$ cat src/rtl/uart_fifo_irq_pkg.sv
package uart_fifo_irq_pkg;
  typedef enum logic [3:0] {
    IID_NONE   = 4'b0001,
    IID_TX     = 4'b0010,
    IID_RX_RDY = 4'b0100,
    IID_RX_TMO = 4'b1100
  } iid_e;
endpackage

$ cat src/rtl/uart_rx_tmo.sv
module uart_rx_tmo #(
  parameter int LVL_W   = 7,
  parameter int FRAME_W = 4
) (
  input  logic               clk_i,
  input  logic               rst_ni,
  input  logic [LVL_W-1:0]   rx_level_i,
  input  logic [FRAME_W-1:0] frame_bits_i,
  input  logic               bit_tick_i,
  input  logic               rx_char_i,
  input  logic               rx_read_i,
  output logic               tmo_o
);
  // 4*frame + 12 fits in FRAME_W+3 bits for FRAME_W >= 2
  localparam int CNT_W = FRAME_W + 3;

  logic [CNT_W-1:0] idle_cnt;
  logic [CNT_W-1:0] limit;
  logic             restart;

  assign limit   = CNT_W'({frame_bits_i, 2'b00}) + CNT_W'(12);
  assign restart = rx_char_i || rx_read_i || (rx_level_i == '0);

  always_ff @(posedge clk_i or negedge rst_ni) begin
    if (!rst_ni) begin
      idle_cnt <= '0;
      tmo_o    <= 1'b0;
    end else if (restart) begin
      idle_cnt <= '0;
      tmo_o    <= 1'b0;
    end else if (bit_tick_i && !tmo_o) begin
      if (idle_cnt + 1'b1 >= limit) begin
        tmo_o    <= 1'b1;
        idle_cnt <= '0;
      end else begin
        idle_cnt <= idle_cnt + 1'b1;
      end
    end
  end
endmodule

$ cat src/rtl/uart_tx_irq.sv
module uart_tx_irq #(
  parameter int LVL_W = 7
) (
  input  logic             clk_i,
  input  logic             rst_ni,
  input  logic [LVL_W-1:0] tx_level_i,
  input  logic [LVL_W-1:0] tx_trig_i,
  input  logic             tsr_busy_i,
  input  logic             half_duplex_i,
  input  logic             ack_i,
  output logic             pend_o
);
  logic [LVL_W-1:0] prev_level;
  logic             prev_idle;
  logic             idle_now;
  logic             evt_trig, evt_drain, evt_idle, evt;
  logic             clr;

  assign idle_now  = (tx_level_i == '0) && !tsr_busy_i;
  assign evt_trig  = (prev_level > tx_trig_i) && (tx_level_i <= tx_trig_i);
  assign evt_drain = (prev_level != '0) && (tx_level_i == '0);
  assign evt_idle  = idle_now && !prev_idle;
  assign evt       = half_duplex_i ? evt_idle : (evt_trig || evt_drain);
  assign clr       = ack_i || (tx_level_i > prev_level);

  always_ff @(posedge clk_i or negedge rst_ni) begin
    if (!rst_ni) begin
      prev_level <= '0;
      prev_idle  <= 1'b1;
      pend_o     <= 1'b0;
    end else begin
      prev_level <= tx_level_i;
      prev_idle  <= idle_now;
      if (evt)      pend_o <= 1'b1;
      else if (clr) pend_o <= 1'b0;
    end
  end
endmodule

$ cat src/rtl/uart_irq_prio.sv
module uart_irq_prio
  import uart_fifo_irq_pkg::*;
#(
  parameter bit TMO_FIRST = 1'b1
) (
  input  logic tmo_i,
  input  logic rdy_i,
  input  logic tx_i,
  output iid_e id_o,
  output logic irq_o
);
  generate
    if (TMO_FIRST) begin : g_tmo_first
      always_comb begin
        if (tmo_i)      id_o = IID_RX_TMO;
        else if (rdy_i) id_o = IID_RX_RDY;
        else if (tx_i)  id_o = IID_TX;
        else            id_o = IID_NONE;
      end
    end else begin : g_rdy_first
      always_comb begin
        if (rdy_i)      id_o = IID_RX_RDY;
        else if (tmo_i) id_o = IID_RX_TMO;
        else if (tx_i)  id_o = IID_TX;
        else            id_o = IID_NONE;
      end
    end
  endgenerate

  assign irq_o = tmo_i || rdy_i || tx_i;
endmodule

$ cat src/rtl/uart_fifo_irq.sv
module uart_fifo_irq
  import uart_fifo_irq_pkg::*;
#(
  parameter int DEPTH     = 64,
  parameter int FRAME_W   = 4,
  parameter bit TMO_FIRST = 1'b1,
  localparam int LVL_W    = $clog2(DEPTH + 1)
) (
  input  logic               clk_i,
  input  logic               rst_ni,
  input  logic [LVL_W-1:0]   rx_level_i,
  input  logic [LVL_W-1:0]   tx_level_i,
  input  logic               tsr_busy_i,
  input  logic [LVL_W-1:0]   rx_trig_i,
  input  logic [LVL_W-1:0]   tx_trig_i,
  input  logic [FRAME_W-1:0] frame_bits_i,
  input  logic               bit_tick_i,
  input  logic               rx_char_i,
  input  logic               rx_read_i,
  input  logic               id_read_i,
  input  logic               half_duplex_i,
  input  logic               rx_en_i,
  input  logic               tx_en_i,
  output logic               rx_rdy_irq_o,
  output logic               rx_tmo_irq_o,
  output logic               tx_irq_o,
  output logic               thr_empty_o,
  output logic               tx_empty_o,
  output logic [3:0]         irq_id_o,
  output logic               irq_o
);
  logic tmo_raw;
  logic tx_pend;
  logic tx_ack;
  iid_e iid;

  uart_rx_tmo #(.LVL_W(LVL_W), .FRAME_W(FRAME_W)) u_rx_tmo (
    .clk_i        (clk_i),
    .rst_ni       (rst_ni),
    .rx_level_i   (rx_level_i),
    .frame_bits_i (frame_bits_i),
    .bit_tick_i   (bit_tick_i),
    .rx_char_i    (rx_char_i),
    .rx_read_i    (rx_read_i),
    .tmo_o        (tmo_raw)
  );

  // acknowledge only when transmit is the code being read
  assign tx_ack = id_read_i && (iid == IID_TX);

  uart_tx_irq #(.LVL_W(LVL_W)) u_tx_irq (
    .clk_i         (clk_i),
    .rst_ni        (rst_ni),
    .tx_level_i    (tx_level_i),
    .tx_trig_i     (tx_trig_i),
    .tsr_busy_i    (tsr_busy_i),
    .half_duplex_i (half_duplex_i),
    .ack_i         (tx_ack),
    .pend_o        (tx_pend)
  );

  assign rx_rdy_irq_o = rx_en_i && (rx_level_i != '0) && (rx_level_i >= rx_trig_i);
  assign rx_tmo_irq_o = rx_en_i && tmo_raw;
  assign tx_irq_o     = tx_en_i && tx_pend;
  assign thr_empty_o  = (tx_level_i == '0);
  assign tx_empty_o   = thr_empty_o && !tsr_busy_i;

  uart_irq_prio #(.TMO_FIRST(TMO_FIRST)) u_prio (
    .tmo_i (rx_tmo_irq_o),
    .rdy_i (rx_rdy_irq_o),
    .tx_i  (tx_irq_o),
    .id_o  (iid),
    .irq_o (irq_o)
  );

  assign irq_id_o = iid;
endmodule

$ cat config.mk
export PLATFORM = sky130hd
export DESIGN_NAME = uart_fifo_irq
export DESIGN_NICKNAME = d
export VERILOG_FILES = /design/src/rtl/uart_fifo_irq_pkg.sv /design/src/rtl/uart_rx_tmo.sv /design/src/rtl/uart_tx_irq.sv /design/src/rtl/uart_irq_prio.sv /design/src/rtl/uart_fifo_irq.sv
export SDC_FILE = /design/constraint.sdc
export NUM_CORES = 1
export LEC_CHECK = 0
export ABC_CLOCK_PERIOD_IN_PS = 2900
export BUFFER_PORTS_ARGS = -buffer_cell sky130_fd_sc_hd__buf_2
export CORE_UTILIZATION = 51
export CTS_CLUSTER_DIAMETER = 150
export DETAILED_ROUTE_END_ITERATION = 16
export PLACE_DENSITY_LB_ADDON = 0.15
export REMOVE_ABC_BUFFERS = 1
export SETUP_SLACK_MARGIN = 0.5
export SYNTH_ARGS = -nofsm -noshare
export SYNTH_HDL_FRONTEND = slang
export SYNTH_SLANG_ARGS = --single-unit
$ cat constraint.sdc
create_clock -name clk_i -period 2.9 [get_ports clk_i]
set_clock_uncertainty 0.05 [all_clocks]
set_input_delay 0.29 -clock clk_i [delete_from_list [all_inputs] [get_ports clk_i]]
set_output_delay 0.29 -clock clk_i [all_outputs]
set_load 0.005 [all_outputs]
==> metrics.txt, run 1 <==
CTS buffer count=3; Port-buffer cells=51; Cell variety after synth=43; first-pass GRT wire length=5.91 mm; num ports=52; Tcrit/Tclk final=76.9%; Peak VDD IR=0.277 mV; EDFF count, synth=0; CP arrival=2.41 ns; number of max-cap violations=0; worst min path class=input port to flip-flop; Post-Route WL=3.24 mm; Area growth syn-to-layout=21.7%; Finish-stage setup viols=0; end of the critical path=u_rx_tmo.idle_cnt[2]$_DFFE_PN0P_; Critical Path RT=3.08 ns; Synth Instances=182; worst-margin pin slew=0.447 ns; hpwl dp=2.72 mm; initial core utilization=53.8%; f_max=448 MHz; outcome=finished clean; Top FF cell, synth=dfrtp_1; WHS=0.0818 ns; power share of the clock group=22.5%; vias in the first global route=1,429; Routed Antenna Nets=0; Synth Register Bits=17; global placer's final weighted congestion=0.821; grt total ovfl=0; CTS tree=done; sequential share of the synthesized area=26.0%; Synth warnings=0; commonest non-fill, non-tap cell in the layout=buf_2; fin util=65.5%; Switch Pwr=175 uW; Critical Path Source Type=flip-flop; synthesized area=1640 um^2; drt first pass iters=4; CTS Sinks=17; NumNets Final=315; max-slew violations=0; post-synthesis async set-or-reset flop share=100%; register area=427 um^2; RSZ-0062 raised after global routing=false; Worst-Skew Late Latency=0.29 ns; Total Routing Usage GR=21.9%; n_diodes=0; setup bufs post-CTS=0; CTS Buffer Depth=2; area of the multi-input gates=1110 um^2; cell internal pwr=388 uW; CP max FO=6; hold_sp=tx_level_i[0]; clock-pin slew on the worst setup and hold paths=0.10 ns; htree depth=1; kind of critical path=flip-flop to flip-flop; number of antenna violations at the first check in global routing=0; Detailed Route Iter0 Violations=29; fin crit period=2.23 ns; Vias=1,445; CP endpoint kind=flip-flop; setup TNS=0 ns; Flop pwr share=45.7%; total power=563 uW; highest-count cells in the layout ignoring fill and taps=buf_2, ha_1, inv_1; LEAKAGE=0.00107 uW; worst reg-to-reg setup slack=0.67 ns; DIE AREA=3450 um^2; Reg2Reg Depth=10; capturing point of the worst reg2reg path=u_rx_tmo.idle_cnt[2]$_DFFE_PN0P_; Logic pwr share=31.9%; drt drc=0; largest net degree at the start of global routing=18; Chip Width=58.8 um; Root Buffer Master=clkbuf_4; fillcell total=274; Pwr per Cell Area=281 nW/um^2; Std-Cell Rows=20; wire per inst=11.5 um; Syn Area/Cell=9.03 um^2; Max transition margin=70.2%; core area=3050 um^2; Final Hold Viols=0; Reg-to-Reg Start=u_rx_tmo.idle_cnt[0]$_DFFE_PN0P_; DR vias/cell=5.14; Worst setup startpoint=u_rx_tmo.idle_cnt[0]$_DFFE_PN0P_; chip height=58.8 um; Sw Ratio=31.1%; share of layout cells above drive strength 1=26.6%
## synthesized netlist by cell type, types with 3 or more instances
| library cell | instances | area share (%) |
|---|---|---|
| a21oi_1 | 7 | 2.1 |
| inv_1 | 30 | 6.9 |
| a41oi_1 | 3 | 1.6 |
| a22o_1 | 5 | 2.7 |
| nor3_1 | 4 | 1.2 |
| nand4_1 | 4 | 1.5 |
| dfrtp_1 | 16 | 24 |
| nand2_1 | 9 | 2.1 |
| nor2_1 | 10 | 2.3 |
| nor2b_1 | 5 | 1.9 |
| xnor2_1 | 3 | 1.6 |
| nand3_1 | 4 | 1.2 |
| ha_1 | 35 | 27 |
| a211oi_1 | 3 | 1.4 |
| o21ai_0 | 6 | 1.8 |
| xor2_1 | 4 | 2.1 |
## stage by stage
stage	cells	instance area, um^2	setup WS, ns
final	281	2000	0.669
after global routing	281	2000	0.506
after CTS	281	1980	0.555
after detailed placement	276	1950	0.590
after global placement	276	1950	0.605
after floorplan	181	1640	0.752
## sequential cells by signal (all words and copies together), names as in the netlist
signal,count
u_tx_irq.pend_o,1
u_rx_tmo.tmo_o,1
u_tx_irq.prev_level,7
u_tx_irq.prev_idle,1
u_rx_tmo.idle_cnt,7
## metal layers
metal	share of wire, %	global-route usage, %	up-vias
met1	51	31.3	644
li1	-	-	766
met4	0.28	1.02	0
met5	0	0	-
met3	4.8	4.62	2
met2	44	35.9	33
## repair_timing
| item | CTS | global route |
|---|---|---|
| gates resized for setup | 0 | 3 |
| hold endpoints to repair | 16 | 0 |
| setup endpoints to repair | 0 | 7 |
| hold buffers | 1 | 0 |
## power groups by stage
stage               Clock, uW  Sequential (uW)  Combinational [uW]
floorplan                   0              258                 107
global placement            0              260                 175
detailed placement          0              260                 178
CTS                       130              256                 180
global route              140              259                 212
finish                    126              257                 179
## cell type report
type,instances,share of cell area (%)
Clock buffer,4,1.31
Inverter,30,5.63
Multi-Input combinational cell,134,55.7
Sequential cell,17,21.3
Tap cell,44,2.75
Timing Repair Buffer,52,13.3
## critical path, stage by stage (launching register included)
cell and delay [ns]:
dfrtp_1 0.45, ha_4 0.21, nand2_1 0.06, nor2_1 0.04, xor2_1 0.16, ha_1 0.24
or3_1 0.39, o21ai_2 0.09, a21oi_4 0.07, o31ai_1 0.25, o31a_1 0.17
## logic make-up after synthesis
group	synth area share, %
flip-flops	26.0
buffers and inverters	7.31
AO/OA/AOI/OAI	18.7
multiplexers	0.685
adder cells (fa/ha/maj)	26.7
XOR/XNOR	3.73
AND/OR/NAND/NOR	16.9
## worst min-delay path by stage
stage	endpoint	slack, ns	depth (start not counted)
floorplan	u_rx_tmo.idle_cnt[0]$_DFFE_PN0P_	-0.06	0
global placement	u_tx_irq.prev_level[1]$_DFF_PN0_	0.18	1
detailed placement	u_tx_irq.prev_level[1]$_DFF_PN0_	0.18	1
CTS	u_tx_irq.prev_level[0]$_DFF_PN0_	0.07	1
global route	u_tx_irq.prev_level[0]$_DFF_PN0_	0.06	1
finish	u_tx_irq.prev_level[0]$_DFF_PN0_	0.08	1
Note: power is estimated with default switching activity, not from simulation.
==> run 2: changes to the inputs <==
--- a/config.mk
+++ b/config.mk
@@ -5,9 +5,9 @@
 export SDC_FILE = /design/constraint.sdc
 export NUM_CORES = 1
 export LEC_CHECK = 0
-export ABC_CLOCK_PERIOD_IN_PS = 2900
+export ABC_CLOCK_PERIOD_IN_PS = 1900
 export BUFFER_PORTS_ARGS = -buffer_cell sky130_fd_sc_hd__buf_2
-export CORE_UTILIZATION = 51
+export CORE_UTILIZATION = 46
 export CTS_CLUSTER_DIAMETER = 150
 export DETAILED_ROUTE_END_ITERATION = 16
 export PLACE_DENSITY_LB_ADDON = 0.15
==> constraint.sdc (replaced) <==
create_clock -name clk_i -period 1.9 [get_ports clk_i]
set_clock_uncertainty 0.05 [all_clocks]
set_input_delay 0.19 -clock clk_i [delete_from_list [all_inputs] [get_ports clk_i]]
set_output_delay 0.19 -clock clk_i [all_outputs]
set_load 0.005 [all_outputs]
==> metrics.txt, run 2 (same netlist as run 1, synthesis figures left out) <==
outcome=finished with violations (was finished clean); failing checks=setup timing; largest net degree at the start of global routing=18 (unchanged); CP max stage cell=dfrtp_1 (unchanged); CTS Sinks=17 (unchanged); Peak VDD IR=0.389 mV (was 0.277 mV); critical path's most frequent cell=ha_2; Reg-to-Reg Start=u_rx_tmo.idle_cnt[0]$_DFFE_PN0P_ (unchanged); Worst setup startpoint=u_rx_tmo.idle_cnt[0]$_DFFE_PN0P_ (unchanged); fin util=74.8% (was 65.5%); Final Hold Viols=0 (unchanged); hpwl dp=2.91 mm (was 2.72 mm); end of the critical path=u_rx_tmo.idle_cnt[0]$_DFFE_PN0P_ (was u_rx_tmo.idle_cnt[2]$_DFFE_PN0P_); Root Buffer Master=clkbuf_4 (unchanged); Pwr per Cell Area=402 nW/um^2 (was 281 nW/um^2); Max transition margin=66.6% (was 70.2%); Worst path depth=11 (was 10); CP max FO=6 (unchanged); highest-count cells in the layout ignoring fill and taps=buf_2, inv_1, ha_1 (was buf_2, ha_1, inv_1); Switch Pwr=336 uW (was 175 uW); worst reg-to-reg setup slack=-0.19 ns (was 0.67 ns); Flop pwr share=38.3% (was 45.7%); capturing point of the worst reg2reg path=u_rx_tmo.idle_cnt[0]$_DFFE_PN0P_ (was u_rx_tmo.idle_cnt[2]$_DFFE_PN0P_); clock-pin slew on the worst setup and hold paths=0.10 ns (about the same); fin crit period=2.09 ns (was 2.23 ns); Critical Path RT=2.05 ns (was 3.08 ns); f_max=478 MHz (was 448 MHz); Logic pwr share=41.9% (was 31.9%); drt drc=0 (unchanged); NumNets Final=340 (was 315); worst-margin pin slew=0.500 ns (was 0.447 ns); fillcell total=227 (was 274); vias in the first global route=1,496 (was 1,429); global placer's final weighted congestion=0.792 (was 0.821); Area growth syn-to-layout=54.2% (was 21.7%); number of max-cap violations=0 (unchanged); Crit path buffers/inverters=2 (was 0); Std-Cell Rows=21 (was 20); Tcrit/Tclk final=110% (was 76.9%); Chip Width=61.8 um (was 58.8 um); commonest non-fill, non-tap cell in the layout=buf_2 (unchanged); number of antenna violations at the first check in global routing=0 (unchanged); Detailed Route Iter0 Violations=76 (was 29); share of layout cells above drive strength 1=43.5% (was 26.6%); DIE AREA=3810 um^2 (was 3450 um^2); DR vias/cell=5.32 (was 5.14); Total Routing Usage GR=22.1% (was 21.9%); core area=3390 um^2 (was 3050 um^2); CTS Buffer Depth=2 (unchanged); RSZ-0062 raised after global routing=true (was false); Worst-Skew Late Latency=0.30 ns (was 0.29 ns); Vias=1,639 (was 1,445); Sw Ratio=33.0% (was 31.1%); n_diodes=0 (unchanged); grt total ovfl=0 (unchanged); kind of critical path=flip-flop to flip-flop (unchanged); drt first pass iters=4 (unchanged); Critical Path Source Type=flip-flop (unchanged); CP endpoint kind=flip-flop (unchanged); total power=1020 uW (was 563 uW); CTS tree=done (unchanged); first-pass GRT wire length=6.27 mm (was 5.91 mm); critical-path cell list=ha_2, nand2_1, nor2_1, xor2_1, ha_2, buf_6, nor3_2, buf_4, a21oi_4, nor2_4, mux2_2 (was ha_4, nand2_1, nor2_1, xor2_1, ha_1, or3_1, o21ai_2, a21oi_4, o31ai_1, o31a_1); LEAKAGE=0.00125 uW (was 0.00107 uW); max-slew violations=0 (unchanged); num ports=52 (unchanged); CTS buffer count=3 (unchanged); htree depth=1 (unchanged); crit path setup slack, layout=-0.192 ns (was 0.669 ns); cell internal pwr=682 uW (was 388 uW); Post-Route WL=4.41 mm (was 3.24 mm); Finish-stage setup viols=8 (was 0); initial core utilization=48.5% (was 53.8%); top flop regs=u_rx_tmo.idle_cnt: 7 flops, u_tx_irq.prev_level: 7 flops (unchanged); CP delay by family, top=adder cells (was compound AO/OA/AOI/OAI gates); power share of the clock group=19.8% (was 22.5%); Routed Antenna Nets=0 (unchanged); Reg2Reg Depth=11 (was 10); worst min path class=input port to flip-flop (unchanged); chip height=61.8 um (was 58.8 um); Port-buffer cells=51 (unchanged); slowest cell delay on critical path=0.36 ns (was 0.45 ns); CP arrival=2.24 ns (was 2.41 ns); wire per inst=14.3 um (was 11.5 um)
==> run 2: changes by cell type in the layout (fill, tap and decap cells not counted), sizes merged <==
cell | previous run | this run
clkinv | 0 | 1
buf | 51 | 69
clkbuf | 4 | 3
dlygate4sd3 | 1 | 8
==> run 2: per-layer routing <==
layer	GRT usage [%]	part of all wire [%]
met5	0	0
met4	2.22	0.95
met3	4.76	3.8
met2	38.7	52
met1	29.1	43
==> run 2: layout make-up <==
| cell class | count | area (um^2) | share of cell area, % |
|---|---|---|---|
| clock buffers | 3 | 22.5 | 0.889 |
| clock inverters | 1 | 5.00 | 0.198 |
| inverters | 30 | 118 | 4.64 |
| multi-input cells | 134 | 1340 | 52.8 |
| flip-flops and latches | 17 | 427 | 16.8 |
| well taps | 46 | 57.6 | 2.27 |
| repair buffers | 77 | 567 | 22.4 |
==> run 2: power groups by stage <==
stage | registers, uW | clock network [uW] | logic [uW]
finish | 390 | 201 | 427
CTS | 388 | 202 | 354
global route | 391 | 222 | 481
floorplan | 394 | 0 | 163
global placement | 394 | 0 | 282
detailed placement | 394 | 0 | 287
==> run 2: worst min path at each step <==
stage	startpoint	to	slack, ns	cells after the start
after floorplan	rst_ni	u_rx_tmo.idle_cnt[0]$_DFFE_PN0P_	-0.16	0
after global placement	rst_ni	u_tx_irq.prev_level[1]$_DFF_PN0_	0.08	1
after detailed placement	rst_ni	u_tx_irq.prev_level[1]$_DFF_PN0_	0.09	1
after CTS	tx_level_i[6]	u_tx_irq.prev_level[6]$_DFF_PN0_	0.002	1
after global routing	tx_level_i[4]	u_tx_irq.prev_level[4]$_DFF_PN0_	0.004	1
final	tx_level_i[4]	u_tx_irq.prev_level[4]$_DFF_PN0_	0.02	1
==> run 2: per-stage QoR <==
stage                     instances  TNS (ns)  hold slack, ns  setup WS (ns)  cell area, um^2
after CTS                       303     -1.13         0.00195         -0.203             2330
after global routing            308     -2.11         0.00404         -0.319             2530
after detailed placement        290     -1.82          0.0858         -0.268             2040
final                           308     -1.09          0.0235         -0.192             2530
after global placement          290     -1.54          0.0816         -0.225             2040
after floorplan                 181     -1.66          -0.156         -0.248             1640
==> run 2: timing repair <==
| action | 4_1_cts | 5_1_grt |
|---|---|---|
| endpoints found under the setup margin | 14 | 15 |
| pin swaps | 25 | 17 |
| resized for setup | 35 | 31 |
| buffers inserted | 5 | 1 |
| endpoints found under the hold margin | 19 | 4 |
| hold buffers | 4 | 4 |
